[config.mk]
export PLATFORM = sky130hd
export DESIGN_NAME = dispatch_sched
export DESIGN_NICKNAME = d
export VERILOG_FILES = /design/src/rtl/sched_pkg.sv /design/src/rtl/class_router.sv /design/src/rtl/oldest_pick.sv /design/src/rtl/issue_tracker.sv /design/src/rtl/dispatch_sched.sv
export SDC_FILE = /design/constraint.sdc
export NUM_CORES = 1
export LEC_CHECK = 0
export ABC_AREA = 1
export CORE_MARGIN = 2
export CORE_UTILIZATION = 58
export DETAILED_ROUTE_END_ITERATION = 8
export DONT_BUFFER_PORTS = 1
export GPL_TIMING_DRIVEN = 0
export HOLD_SLACK_MARGIN = 0.15
export PLACE_DENSITY_LB_ADDON = 0.12
export SYNTH_ARGS = -nofsm -noshare
export SYNTH_HDL_FRONTEND = slang
export SYNTH_SLANG_ARGS = --single-unit
[constraint.sdc]
create_clock -name clk -period 30.8 [get_ports clk]
set_input_delay 1.54 -clock clk [delete_from_list [all_inputs] [get_ports clk]]
set_output_delay 1.54 -clock clk [all_outputs]
set_load 0.02 [all_outputs]
[src/rtl/sched_pkg.sv]
package sched_pkg;

    localparam int NUM_PORTS = 5;
    localparam int CLS_W     = 3;

    localparam int PORT_MAIN  = 0;
    localparam int PORT_SIMPL = 1;
    localparam int PORT_LOAD  = 2;
    localparam int PORT_STA   = 3;
    localparam int PORT_STD   = 4;

    typedef enum logic [CLS_W-1:0] {
        OPC_ALU_SIMPLE  = 3'd0,
        OPC_ALU_COMPLEX = 3'd1,
        OPC_FLOAT       = 3'd2,
        OPC_LOAD        = 3'd3,
        OPC_ST_ADDR     = 3'd4,
        OPC_ST_DATA     = 3'd5,
        OPC_RSV6        = 3'd6,
        OPC_RSV7        = 3'd7
    } op_class_e;

    typedef enum logic [1:0] {
        P0_BLOCKED = 2'd0,
        P0_IDLE    = 2'd1,
        P0_MAIN    = 2'd2,
        P0_SPILL   = 2'd3
    } p0_mode_e;

endpackage

[src/rtl/class_router.sv]
module class_router
    import sched_pkg::*;
#(
    parameter int N = 8
) (
    input  logic [N*CLS_W-1:0]             cls_flat,
    output logic [NUM_PORTS-1:0][N-1:0]    elig
);

    for (genvar i = 0; i < N; i++) begin : g_entry
        op_class_e cls;
        assign cls = op_class_e'(cls_flat[i*CLS_W +: CLS_W]);

        always_comb begin
            for (int p = 0; p < NUM_PORTS; p++) begin
                elig[p][i] = 1'b0;
            end
            unique case (cls)
                OPC_ALU_SIMPLE:  elig[PORT_SIMPL][i] = 1'b1;
                OPC_ALU_COMPLEX: elig[PORT_MAIN][i]  = 1'b1;
                OPC_FLOAT:       elig[PORT_MAIN][i]  = 1'b1;
                OPC_LOAD:        elig[PORT_LOAD][i]  = 1'b1;
                OPC_ST_ADDR:     elig[PORT_STA][i]   = 1'b1;
                OPC_ST_DATA:     elig[PORT_STD][i]   = 1'b1;
                OPC_RSV6:        ;
                OPC_RSV7:        ;
            endcase
        end
    end

endmodule

[src/rtl/oldest_pick.sv]
module oldest_pick #(
    parameter int N     = 8,
    parameter int AGE_W = 4,
    localparam int IDX_W = (N > 1) ? $clog2(N) : 1
) (
    input  logic [N-1:0]       mask,
    input  logic [N*AGE_W-1:0] ages,
    output logic               found,
    output logic [IDX_W-1:0]   idx
);

    logic [AGE_W-1:0] best_age;

    always_comb begin
        found    = 1'b0;
        idx      = '0;
        best_age = '0;
        for (int i = 0; i < N; i++) begin
            if (mask[i] && (!found || (ages[i*AGE_W +: AGE_W] < best_age))) begin
                found    = 1'b1;
                idx      = IDX_W'(i);
                best_age = ages[i*AGE_W +: AGE_W];
            end
        end
    end

endmodule

[src/rtl/issue_tracker.sv]
module issue_tracker #(
    parameter int N = 8
) (
    input  logic         clk,
    input  logic         rst_n,
    input  logic [N-1:0] rs_valid,
    input  logic [N-1:0] grant_mask,
    output logic [N-1:0] issued
);

    always_ff @(posedge clk or negedge rst_n) begin
        if (!rst_n) begin
            issued <= '0;
        end else begin
            issued <= rs_valid & (issued | grant_mask);
        end
    end

endmodule

[src/rtl/dispatch_sched.sv]
module dispatch_sched
    import sched_pkg::*;
#(
    parameter int N     = 8,
    parameter int AGE_W = 4,
    localparam int IDX_W = (N > 1) ? $clog2(N) : 1
) (
    input  logic                       clk,
    input  logic                       rst_n,
    input  logic [N-1:0]               rs_valid,
    input  logic [N-1:0]               rs_ready,
    input  logic [N*CLS_W-1:0]         rs_class,
    input  logic [N*AGE_W-1:0]         rs_age,
    input  logic [NUM_PORTS-1:0]       port_busy,
    output logic [NUM_PORTS-1:0]       gnt_valid,
    output logic [NUM_PORTS*IDX_W-1:0] gnt_idx
);

    localparam logic [N-1:0] ONE = {{(N-1){1'b0}}, 1'b1};

    logic [NUM_PORTS-1:0][N-1:0] elig;
    logic [N-1:0]                issued;
    logic [N-1:0]                cand;
    logic [N-1:0]                grant_mask;

    logic [NUM_PORTS-1:0]        pick_found;
    logic [IDX_W-1:0]            pick_idx [NUM_PORTS];

    logic                        spill_found;
    logic [IDX_W-1:0]            spill_idx;
    logic [N-1:0]                spill_mask;
    logic                        p1_grant;

    p0_mode_e                    p0_mode;
    logic                        p0_valid;
    logic [IDX_W-1:0]            p0_idx;

    // Per-entry port eligibility from the class code
    class_router #(.N(N)) u_router (
        .cls_flat (rs_class),
        .elig     (elig)
    );

    // Entries that may be offered this cycle
    assign cand = rst_n ? (rs_valid & rs_ready & ~issued) : '0;

    // One oldest-first picker per port
    for (genvar p = 0; p < NUM_PORTS; p++) begin : g_pick
        oldest_pick #(.N(N), .AGE_W(AGE_W)) u_pick (
            .mask  (cand & elig[p]),
            .ages  (rs_age),
            .found (pick_found[p]),
            .idx   (pick_idx[p])
        );
    end

    assign p1_grant = pick_found[PORT_SIMPL] & ~port_busy[PORT_SIMPL];

    // Second simple candidate, excluding the one port 1 takes
    assign spill_mask = cand & elig[PORT_SIMPL] &
                        ~(p1_grant ? (ONE << pick_idx[PORT_SIMPL]) : '0);

    oldest_pick #(.N(N), .AGE_W(AGE_W)) u_spill (
        .mask  (spill_mask),
        .ages  (rs_age),
        .found (spill_found),
        .idx   (spill_idx)
    );

    // Port 0 mode decision
    always_comb begin
        if (port_busy[PORT_MAIN]) begin
            p0_mode = P0_BLOCKED;
        end else if (pick_found[PORT_MAIN]) begin
            p0_mode = P0_MAIN;
        end else if (p1_grant && spill_found) begin
            p0_mode = P0_SPILL;
        end else begin
            p0_mode = P0_IDLE;
        end
    end

    // Port 0 output per mode
    always_comb begin
        unique case (p0_mode)
            P0_BLOCKED: begin p0_valid = 1'b0; p0_idx = '0;                  end
            P0_IDLE:    begin p0_valid = 1'b0; p0_idx = '0;                  end
            P0_MAIN:    begin p0_valid = 1'b1; p0_idx = pick_idx[PORT_MAIN]; end
            P0_SPILL:   begin p0_valid = 1'b1; p0_idx = spill_idx;           end
        endcase
    end

    // Grant outputs
    always_comb begin
        gnt_valid = '0;
        gnt_idx   = '0;
        gnt_valid[PORT_MAIN]                 = p0_valid;
        gnt_idx[PORT_MAIN*IDX_W +: IDX_W]    = p0_idx;
        for (int p = 1; p < NUM_PORTS; p++) begin
            gnt_valid[p]               = pick_found[p] & ~port_busy[p];
            gnt_idx[p*IDX_W +: IDX_W]  = gnt_valid[p] ? pick_idx[p] : '0;
        end
    end

    always_comb begin
        grant_mask = '0;
        for (int p = 0; p < NUM_PORTS; p++) begin
            if (gnt_valid[p]) begin
                grant_mask = grant_mask | (ONE << gnt_idx[p*IDX_W +: IDX_W]);
            end
        end
    end

    issue_tracker #(.N(N)) u_tracker (
        .clk        (clk),
        .rst_n      (rst_n),
        .rs_valid   (rs_valid),
        .grant_mask (grant_mask),
        .issued     (issued)
    );

endmodule

# Word level (Yosys, flattened, before mapping)

Cells that the tools add are included.
W data, S select, Z words.

ROM bits: 0
Memories kept: 0
Word-level logic and storage cells: 450
Input bits: 79
Memory bits (writable): 0
Latch bits: 0
Register bits after elaboration: 8

Reductions and logical operators: 146
Mux-type cells: 188
Bitwise operators: 24
$mul: 0
Add/sub/neg operators: 0
Eq/ne operators: 43
Divide/modulo/power cells: 0
Magnitude comparators: 42
Shift operators: 6

Operators by type and width:

| operator              | count |
|---|---|
| $lt A4 B4 Y1          | 42 |
| $mux W4               | 42 |
| $mux W1               | 94 |
| $mux W3               | 28 |
| $and A8 B8 Y8         | 9 |
| $mux W8               | 7 |
| $eq A3 B2 Y1 const B  | 16 |
| $eq A3 B3 Y1 const B  | 16 |
| $shl A1 B3 Y8 const A | 6 |
| $logic_and A1 B1 Y1   | 43 |
| $logic_not A1 Y1      | 42 |
| $logic_or A1 B1 Y1    | 42 |
| $or A8 B8 Y8          | 5 |
| $mux W2               | 15 |
| $eq A3 B1 Y1 const B  | 8 |
| $logic_not A3 Y1      | 8 |
| $reduce_or A2 Y1      | 10 |
| $not A8 Y8            | 2 |
| $pmux W3 S3           | 1 |
| $and A1 B1 Y1         | 4 |
| $eq A2 B2 Y1 const B  | 2 |
| $not A1 Y1            | 4 |
| $eq A2 B1 Y1 const B  | 1 |
| $logic_not A2 Y1      | 1 |
| $pmux W1 S2           | 1 |

# Logic depth before layout (Yosys ltp)

Gate-level depths: netlist (run 1).

Depth in word-level cells: 85
Gate-level depth with buffers: 148
Gate-level depth less buffers: 148

# Cells and area by module

A second synthesis (run 1) with hierarchy kept.

Cell total of the unflattened synthesis: 1496
Area, all modules: 8237.9 um^2

Modules (own cells, without submodules):

| module         | cells each | area each (um^2) | times used | seq. area each (um^2) |
|---|---|---|---|---|
| oldest_pick    | 187        | 1051.0           | 6          | 0.0 |
| dispatch_sched | 254        | 1291.2           | 1          | 0.0 |
| class_router   | 88         | 350.3            | 1          | 0.0 |
| issue_tracker  | 32         | 290.3            | 1          | 200.2 |

# Worst setup path after synthesis (run 1)

Ideal clock, no wire load.

Path kind: input to output
From: input rst_n
To: output gnt_idx[0]
Arrival time: 14058 ps
Required time: 29260 ps
Buffers on the path: 1
Setup slack: 15202 ps
Stages on the path: 120
Path through: buf_4 > nand2_2 > nor2_4 > nand2_1 > nor2_1 > inv_1 > ha_1 > nand2_1 > inv_1 > nand2_1 > nand2_1 > nand2_2 > nand2_2 > o21ai_0 > ha_1 > a21oi_1 > nand2_1 > nand2_2 > [... 84 more ...] > nand2_2 > nand2_4 > o21ai_0 > ha_1 > a21oi_1 > nand2_1 > nand2_2 > nand2_4 > nand2_1 > o21ai_0 > ha_1 > a21oi_1 > nand2_1 > nand2_1 > nand2_2 > nand2_2 > nand2_1 > nand2_2

Cells in the longest elaborated chain, start to end: 71
Elaborated cells between the ends (all ways): 168
Those cells by class: order compare: 21; eq/ne: 3; shift: 1; mux: 72; bitwise: 5; reduce/logical: 66

RTL lines:

| item                                             | RTL line                                   | source |
|---|---|---|
| start, declared                                  | dispatch_sched.sv:9                        | `input logic rst_n,` |
| $mux W8 *                                        | dispatch_sched.sv:45                       | `assign cand = rst_n ? (rs_valid & rs_ready & ~issued) : '0;` |
| $and A8 B8 Y8                                    | dispatch_sched.sv:50, dispatch_sched.sv:60 |  |
| $mux W4 or $mux W1 (tied branches)               | oldest_pick.sv:19                          | `if (mask[i] && (!found \|\| (ages[i*AGE_W +: AGE_W] < best_age))) begin` |
| $lt A4 B4 Y1 or $logic_not A1 Y1 (tied branches) | oldest_pick.sv:19                          |  |
| $logic_or A1 B1 Y1                               | oldest_pick.sv:19                          |  |
| $logic_and A1 B1 Y1                              | oldest_pick.sv:19                          |  |
| $mux W4 or $mux W1 (tied branches)               | oldest_pick.sv:19                          |  |
| $lt A4 B4 Y1 or $logic_not A1 Y1 (tied branches) | oldest_pick.sv:19                          |  |
| [... 55 more ...]                                | -                                          |  |
| $mux W1                                          | oldest_pick.sv:19                          |  |
| $logic_and A1 B1 Y1                              | dispatch_sched.sv:76                       | `end else if (p1_grant && spill_found) begin` |
| $mux W2                                          | dispatch_sched.sv:76                       |  |
| $mux W2                                          | dispatch_sched.sv:74                       | `end else if (pick_found[PORT_MAIN]) begin` |
| $mux W2                                          | dispatch_sched.sv:72                       | `if (port_busy[PORT_MAIN]) begin` |
| $eq A2 B1 Y1 or $logic_not A2 Y1 (tied branches) | dispatch_sched.sv:85                       | `unique case (p0_mode)` |
| $reduce_or A2 Y1 (no line)                       | -                                          |  |
| $pmux W3 S3 *                                    | dispatch_sched.sv:85                       |  |
| end, declared                                    | dispatch_sched.sv:16                       | `output logic [NUM_PORTS*IDX_W-1:0] gnt_idx` |

Mark *: on every way between the ends. The rest lies on a longest branch, timed or not.

# Worst setup path after layout (run 1)

Same ends and word-level chain as after synthesis.

==> flow_metrics.env, run 1 <==
export IMPL_status="finished, final reports clean"
export IMPL_p_clk_share_pct=25.1
export IMPL_setup_violations=0
export IMPL_htree_num_levels=1
export IMPL_cts_tree="yes"
export IMPL_detail_route_wl_per_cell_microns=14.60
export IMPL_dieHeight_microns=111.4
export IMPL_worst_path_buf_inv=14
export IMPL_route_detailed_drc=0
export IMPL_swShare_pct=44.93
export IMPL_placed_area_sq_um=6869
export IMPL_syn_cell_area_sq_um=6690
export IMPL_top_regs="u_tracker.issued: 8 flops"
export IMPL_dr_total_vias=7513
export IMPL_numPortBuffers=0
export IMPL_overflow=0
export IMPL_grt_max_degree=13
export IMPL_final_cell_area_sq_um=6944
export IMPL_share_seq_of_total_power_pct=12.2
export IMPL_coreArea_sq_um=11320
export IMPL_final_util_pct=61.34
export IMPL_drt_wl_total_microns=19940
export IMPL_drtPass1Iterations=5
export IMPL_row_count=39
export IMPL_tightest_slew_ns=1.085
export IMPL_drv_cap=0
export IMPL_grt_pass1_vias=6786
export IMPL_powerDensity_nw_per_um2=13.05
export IMPL_clkSinkCount=8
export IMPL_dp_cells=1363
export IMPL_drive_gt1_share_pct=6.541
export IMPL_cts_made_buffers=3
export IMPL_drtIter0Drc=568
export IMPL_setup_worst_path_start_class="primary input"
export IMPL_cts_root_buffer="clkbuf_16"
export IMPL_peakVddDrop_mv=0.01805
export IMPL_post_dp_hpwl_microns=17170
export IMPL_p_int_uw=49.89
export IMPL_timing_final_crit_share_pct=58.73
export IMPL_slowest_stage="mux2_2"
export IMPL_ys_seq_area_share_pct=2.992
export IMPL_relSlewSlack_pct=27.08
export IMPL_cpMostUsedCell="nand2_1"
export IMPL_synth_edf_count=0
export IMPL_initial_core_util_pct=59.10
export IMPL_synthArstFlopShare_pct=100.0
export IMPL_gp_congestion=0.9720
export IMPL_final_common_cell="nand2_1"
export IMPL_tns_ns=0
export IMPL_final_cell_mix="386 x nand2_1, 173 x inv_1, 162 x o21ai_0"
export IMPL_postCtsSetupBuffers=0
export IMPL_p_leak_nw=4.197
export IMPL_antenna_cells=0
export IMPL_timing_setup_critical_path_class="in2out"
export IMPL_grt_total_usage_pct=31.56
export IMPL_area_delta_synth_final_pct=3.797
export IMPL_final_max_slew_viol_count=0
export IMPL_crit_required_ns=29.26
export IMPL_crit_family="simple AND/OR/NAND/NOR gates"
export IMPL_synthFlopType="dfrtp_1"
export IMPL_worstHoldPathType="reg2reg"
export IMPL_worst_skew_pair_late_latency_ns=0.24
export IMPL_hold_viol=0
export IMPL_die_area_sq_um=12410
export IMPL_avgSynthCellArea_sq_um=5.484
export IMPL_synthDistinctLibCells=39
export IMPL_die_x_microns=111.4
export IMPL_crit_arrival_ns=16.55
export IMPL_crit_fanout=9
export IMPL_synth_seq_cells=8
export IMPL_period_minus_slack_ns=18.09
export IMPL_ys_warn_count=0
export IMPL_ios=99
export IMPL_rsz0062_at_grt="no"
export IMPL_cts_buffer_depth=2
export IMPL_skew_ns=0.005764
export IMPL_cts_hold_buf=0
export IMPL_fin_nets=1430
export IMPL_grt_pass1_wl_microns=32870
export IMPL_cts_resized=0
export IMPL_largest_reg_flops=8
export IMPL_viasPerCell=5.500
export IMPL_max_freq_ghz=0.05528
export IMPL_cpPeakStageDelay_ns=0.34
export IMPL_power_share_combinational_pct=62.6
export IMPL_top_register="u_tracker.issued"
export IMPL_power_switching_uw=40.70
export IMPL_ant_nets=0
export IMPL_syn_num_nets=1425
export IMPL_syn_inst=1220
export IMPL_finalNonFillerCells=1366
export IMPL_endpoint_kind="output pin"
export IMPL_cts_clk_slew_worst_paths_ns=0.04
export IMPL_antenna_found_initial=0
layer usage:
metal | global-route usage (%) | vias up | share of wire (%)
met2 | 51.71 | 224 | 44
met4 | 10.62 | 0 | 3.9
met5 | 0 | - | 0
met1 | 42.45 | 3196 | 46
met3 | 4.954 | 40 | 6.7
li1 | - | 4053 | -
per-stage QoR:
stage	power (mW)	hold slack, ns	setup WS (ns)
after CTS	0.09040	0.5920	12.83
after global routing	0.1018	0.6128	11.02
final	0.09060	0.5928	12.71
after detailed placement	0.06741	0.5661	12.83
after floorplan	0.05626	0.5287	15.20
after global placement	0.06565	0.5567	13.08
cell type report:
class	count	area, sq um
buffer	6	35.03
clock buffer	3	75.07
fill	1227	4377
inverter	181	679.4
multi-input combinational	1025	5776
sequential	8	200.2
tap	143	178.9
worst min-delay path, cell delays in order (launching register included):
cell     delay, ns
dfrtp_1       0.35
nor4_1        0.07
a21oi_2       0.13
synth_stat cells (3+ instances only):
cell / n / area share (%)
nand2_4: 8 / 1.3
or3_1: 3 / 0.28
inv_2: 8 / 0.45
nand4_1: 5 / 0.47
nor4_1: 5 / 0.47
nor4b_1: 4 / 0.52
o22ai_1: 3 / 0.28
nor3_1: 19 / 1.4
nand2_1: 386 / 22
inv_1: 173 / 9.7
o21ai_0: 162 / 12
a21oi_2: 4 / 0.52
or2_2: 4 / 0.37
buf_4: 3 / 0.34
dfrtp_1: 8 / 3.0
nor2_1: 100 / 5.6
ha_1: 126 / 24
nand3_1: 37 / 2.8
nand2_2: 35 / 3.3
nor2_2: 8 / 0.75
a21oi_1: 70 / 5.2
o211ai_1: 28 / 3.1
kinds of logic (layout without fill, tap and decap cells):
group | count (synthesis) | after routing | synth area share (%)
mux | 1 | 1 | 0.1683
compound gates | 280 | 280 | 22.85
buf+inv | 187 | 190 | 10.68
flops | 8 | 8 | 2.992
simple gates | 618 | 618 | 39.74
fa+ha+maj | 126 | 126 | 23.56
power by group through the flow:
stage / Sequential, mW / Clock, mW / Combinational, mW
2_1_floorplan: 0.0111 / 0 / 0.0451
3_3_place_gp: 0.0112 / 0 / 0.0545
3_5_place_dp: 0.0112 / 0 / 0.0562
4_1_cts: 0.0111 / 0.0228 / 0.0565
5_1_grt: 0.0111 / 0.0234 / 0.0673
6_report: 0.0111 / 0.0227 / 0.0568
final timing paths:
| path | depth (start not counted) | from | end | slack [ns] |
|---|---|---|---|---|
| min | 2 | u_tracker.issued[5]$_DFF_PN0_ | u_tracker.issued[5]$_DFF_PN0_ | 0.59 |
| max in group asynchronous | 0 | rst_n | u_tracker.issued[0]$_DFF_PN0_ | 29.73 |
| min reg2reg | 2 | u_tracker.issued[5]$_DFF_PN0_ | u_tracker.issued[5]$_DFF_PN0_ | 0.59 |
| max | 119 | rst_n | gnt_idx[0] | 12.71 |
| max reg2reg | 124 | u_tracker.issued[0]$_DFF_PN0_ | u_tracker.issued[0]$_DFF_PN0_ | 15.09 |
| min in group asynchronous | 0 | rst_n | u_tracker.issued[5]$_DFF_PN0_ | 0.99 |
No activity file was read; power rests on OpenSTA's default activity.
==> run 2: changes to the inputs <==
clock period = 17.3 ns   (was 30.8 ns; I/O delays follow)
==> run 2 against run 1 <==
Effect of this change: hold slack worse by 0.27 ns; sequential cell count stayed put; clock power up 77%; design area up 0.54%; worst setup slack worse by 11 ns; count of clock-buffer cells in the layout stayed put; core utilization grew 0.33 points; wire length about the same; largest power group unchanged; first-iteration DRC count decreased by 6.7%; via count increased by 0.65%; register-to-register slack lost 12 ns; highest routed layer unchanged; final cell count is the same.
==> flow_metrics.env, run 2 (synthesis gave the netlist of run 1 again) <==
export IMPL_status="finished, final reports clean"
export IMPL_final_cell_area_sq_um=6982
export IMPL_peakVddDrop_mv=0.03199
export IMPL_final_util_pct=61.67
export IMPL_route_detailed_drc=0
export IMPL_tightest_slew_ns=1.102
export IMPL_timing_final_crit_share_pct=90.89
export IMPL_row_count=39
export IMPL_drv_cap=0
export IMPL_setup_violations=0
export IMPL_grt_total_usage_pct=31.56
export IMPL_placed_area_sq_um=6869
export IMPL_die_area_sq_um=12410
export IMPL_crit_family="simple AND/OR/NAND/NOR gates"
export IMPL_cts_made_buffers=3
export IMPL_worst_path_buf_inv=12
export IMPL_cts_buffer_depth=2
export IMPL_ant_nets=0
export IMPL_dieHeight_microns=111.4
export IMPL_viasPerCell=5.536
export IMPL_worstHoldPathType="in2async"
export IMPL_grt_pass1_wl_microns=32870
export IMPL_grt_pass1_vias=6786
export IMPL_finalNonFillerCells=1366
export IMPL_die_x_microns=111.4
export IMPL_p_leak_nw=4.201
export IMPL_hold_viol=0
export IMPL_endpoint_kind="output pin"
export IMPL_overflow=0
export IMPL_clkSinkCount=8
export IMPL_n_fill_cell=1221
export IMPL_relSlewSlack_pct=25.97
export IMPL_worst_skew_pair_late_latency_ns=0.24
export IMPL_drtPass1Iterations=5
export IMPL_cts_tree="yes"
export IMPL_fin_nets=1430
export IMPL_tns_ns=0
export IMPL_skew_ns=0.006339
export IMPL_timing_setup_critical_path_class="in2out"
export IMPL_period_minus_slack_ns=15.72
export IMPL_setup_worst_path_start_class="primary input"
export IMPL_drt_wl_total_microns=19950
export IMPL_post_dp_hpwl_microns=17170
export IMPL_largest_reg_flops=8
export IMPL_regArea_sq_um=200.2
export IMPL_postCtsSetupBuffers=0
export IMPL_drtIter0Drc=530
export IMPL_initial_core_util_pct=59.10
export IMPL_area_delta_synth_final_pct=4.358
export IMPL_final_cell_mix="385 x nand2_1, 173 x inv_1, 142 x o21ai_0"
export IMPL_hold_ws_ns=0.3205
export IMPL_gp_congestion=0.9720
export IMPL_crit_arrival_ns=14.86
export IMPL_top_regs="u_tracker.issued: 8 flops"
export IMPL_slowest_stage="mux2_2"
export IMPL_antenna_found_initial=0
export IMPL_numPortBuffers=0
export IMPL_powerDensity_nw_per_um2=23.15
export IMPL_htree_num_levels=1
export IMPL_top_register="u_tracker.issued"
export IMPL_crit_required_ns=16.43
export IMPL_cpMostUsedCell="nand2_1"
export IMPL_coreArea_sq_um=11320
export IMPL_grt_max_degree=13
export IMPL_ios=99
export IMPL_drive_gt1_share_pct=7.441
export IMPL_final_max_slew_viol_count=0
export IMPL_cts_root_buffer="clkbuf_16"
export IMPL_final_common_cell="nand2_1"
export IMPL_crit_fanout=9
export IMPL_multi_input_area_sq_um=5813
export IMPL_dr_total_vias=7562
export IMPL_cpPeakStageDelay_ns=0.34
export IMPL_dp_cells=1363
export IMPL_detail_route_wl_per_cell_microns=14.60
export IMPL_max_freq_ghz=0.06360
export IMPL_antenna_cells=0
export IMPL_cts_clk_slew_worst_paths_ns=0.04
## run 2: stage by stage
step / setup slack, ns / power [mW]
final: 1.577 / 0.1616
after detailed placement: 0.6763 / 0.1200
after global placement: 0.9337 / 0.1169
after global routing: -0.04440 / 0.1820
after floorplan: 3.052 / 0.1002
after CTS: 0.6777 / 0.1609
## run 2: final timing paths
kind	start	endpoint	slack, ns	cells after the start
setup / recovery	rst_n	gnt_idx[0]	1.58	118
max in group asynchronous	rst_n	u_tracker.issued[0]$_DFF_PN0_	16.90	0
hold / removal	rst_n	u_tracker.issued[5]$_DFF_PN0_	0.32	0
hold reg to reg	u_tracker.issued[6]$_DFF_PN0_	u_tracker.issued[6]$_DFF_PN0_	0.59	2
min in group clk	u_tracker.issued[6]$_DFF_PN0_	u_tracker.issued[6]$_DFF_PN0_	0.59	2
setup reg to reg	u_tracker.issued[0]$_DFF_PN0_	u_tracker.issued[3]$_DFF_PN0_	2.60	120
## run 2: area by class of cell
class	instances	share of cell area, %
clock buffer	3	1.075
multi-input combinational	1025	83.26
inverter	181	9.731
tap	143	2.563
sequential	8	2.867
buffer	6	0.5018
## run 2: power by group
group,switching (mW),internal [mW]
Clock,0.0103,0.0299
Combinational,0.0619,0.0398
Sequential,0.000379,0.0194
## run 2: routing by layer
layer,routed length [microns],part of all wire (%),track usage [%]
met1,9044,45,42.45
met3,1367,6.9,4.954
met2,8764,44,51.71
met4,771,3.9,10.62
met5,0,0,0
## run 2: timing repair
action	CTS	global route
gates resized for setup	0	31
hold buffers	0	0
setup endpoints to repair	0	11
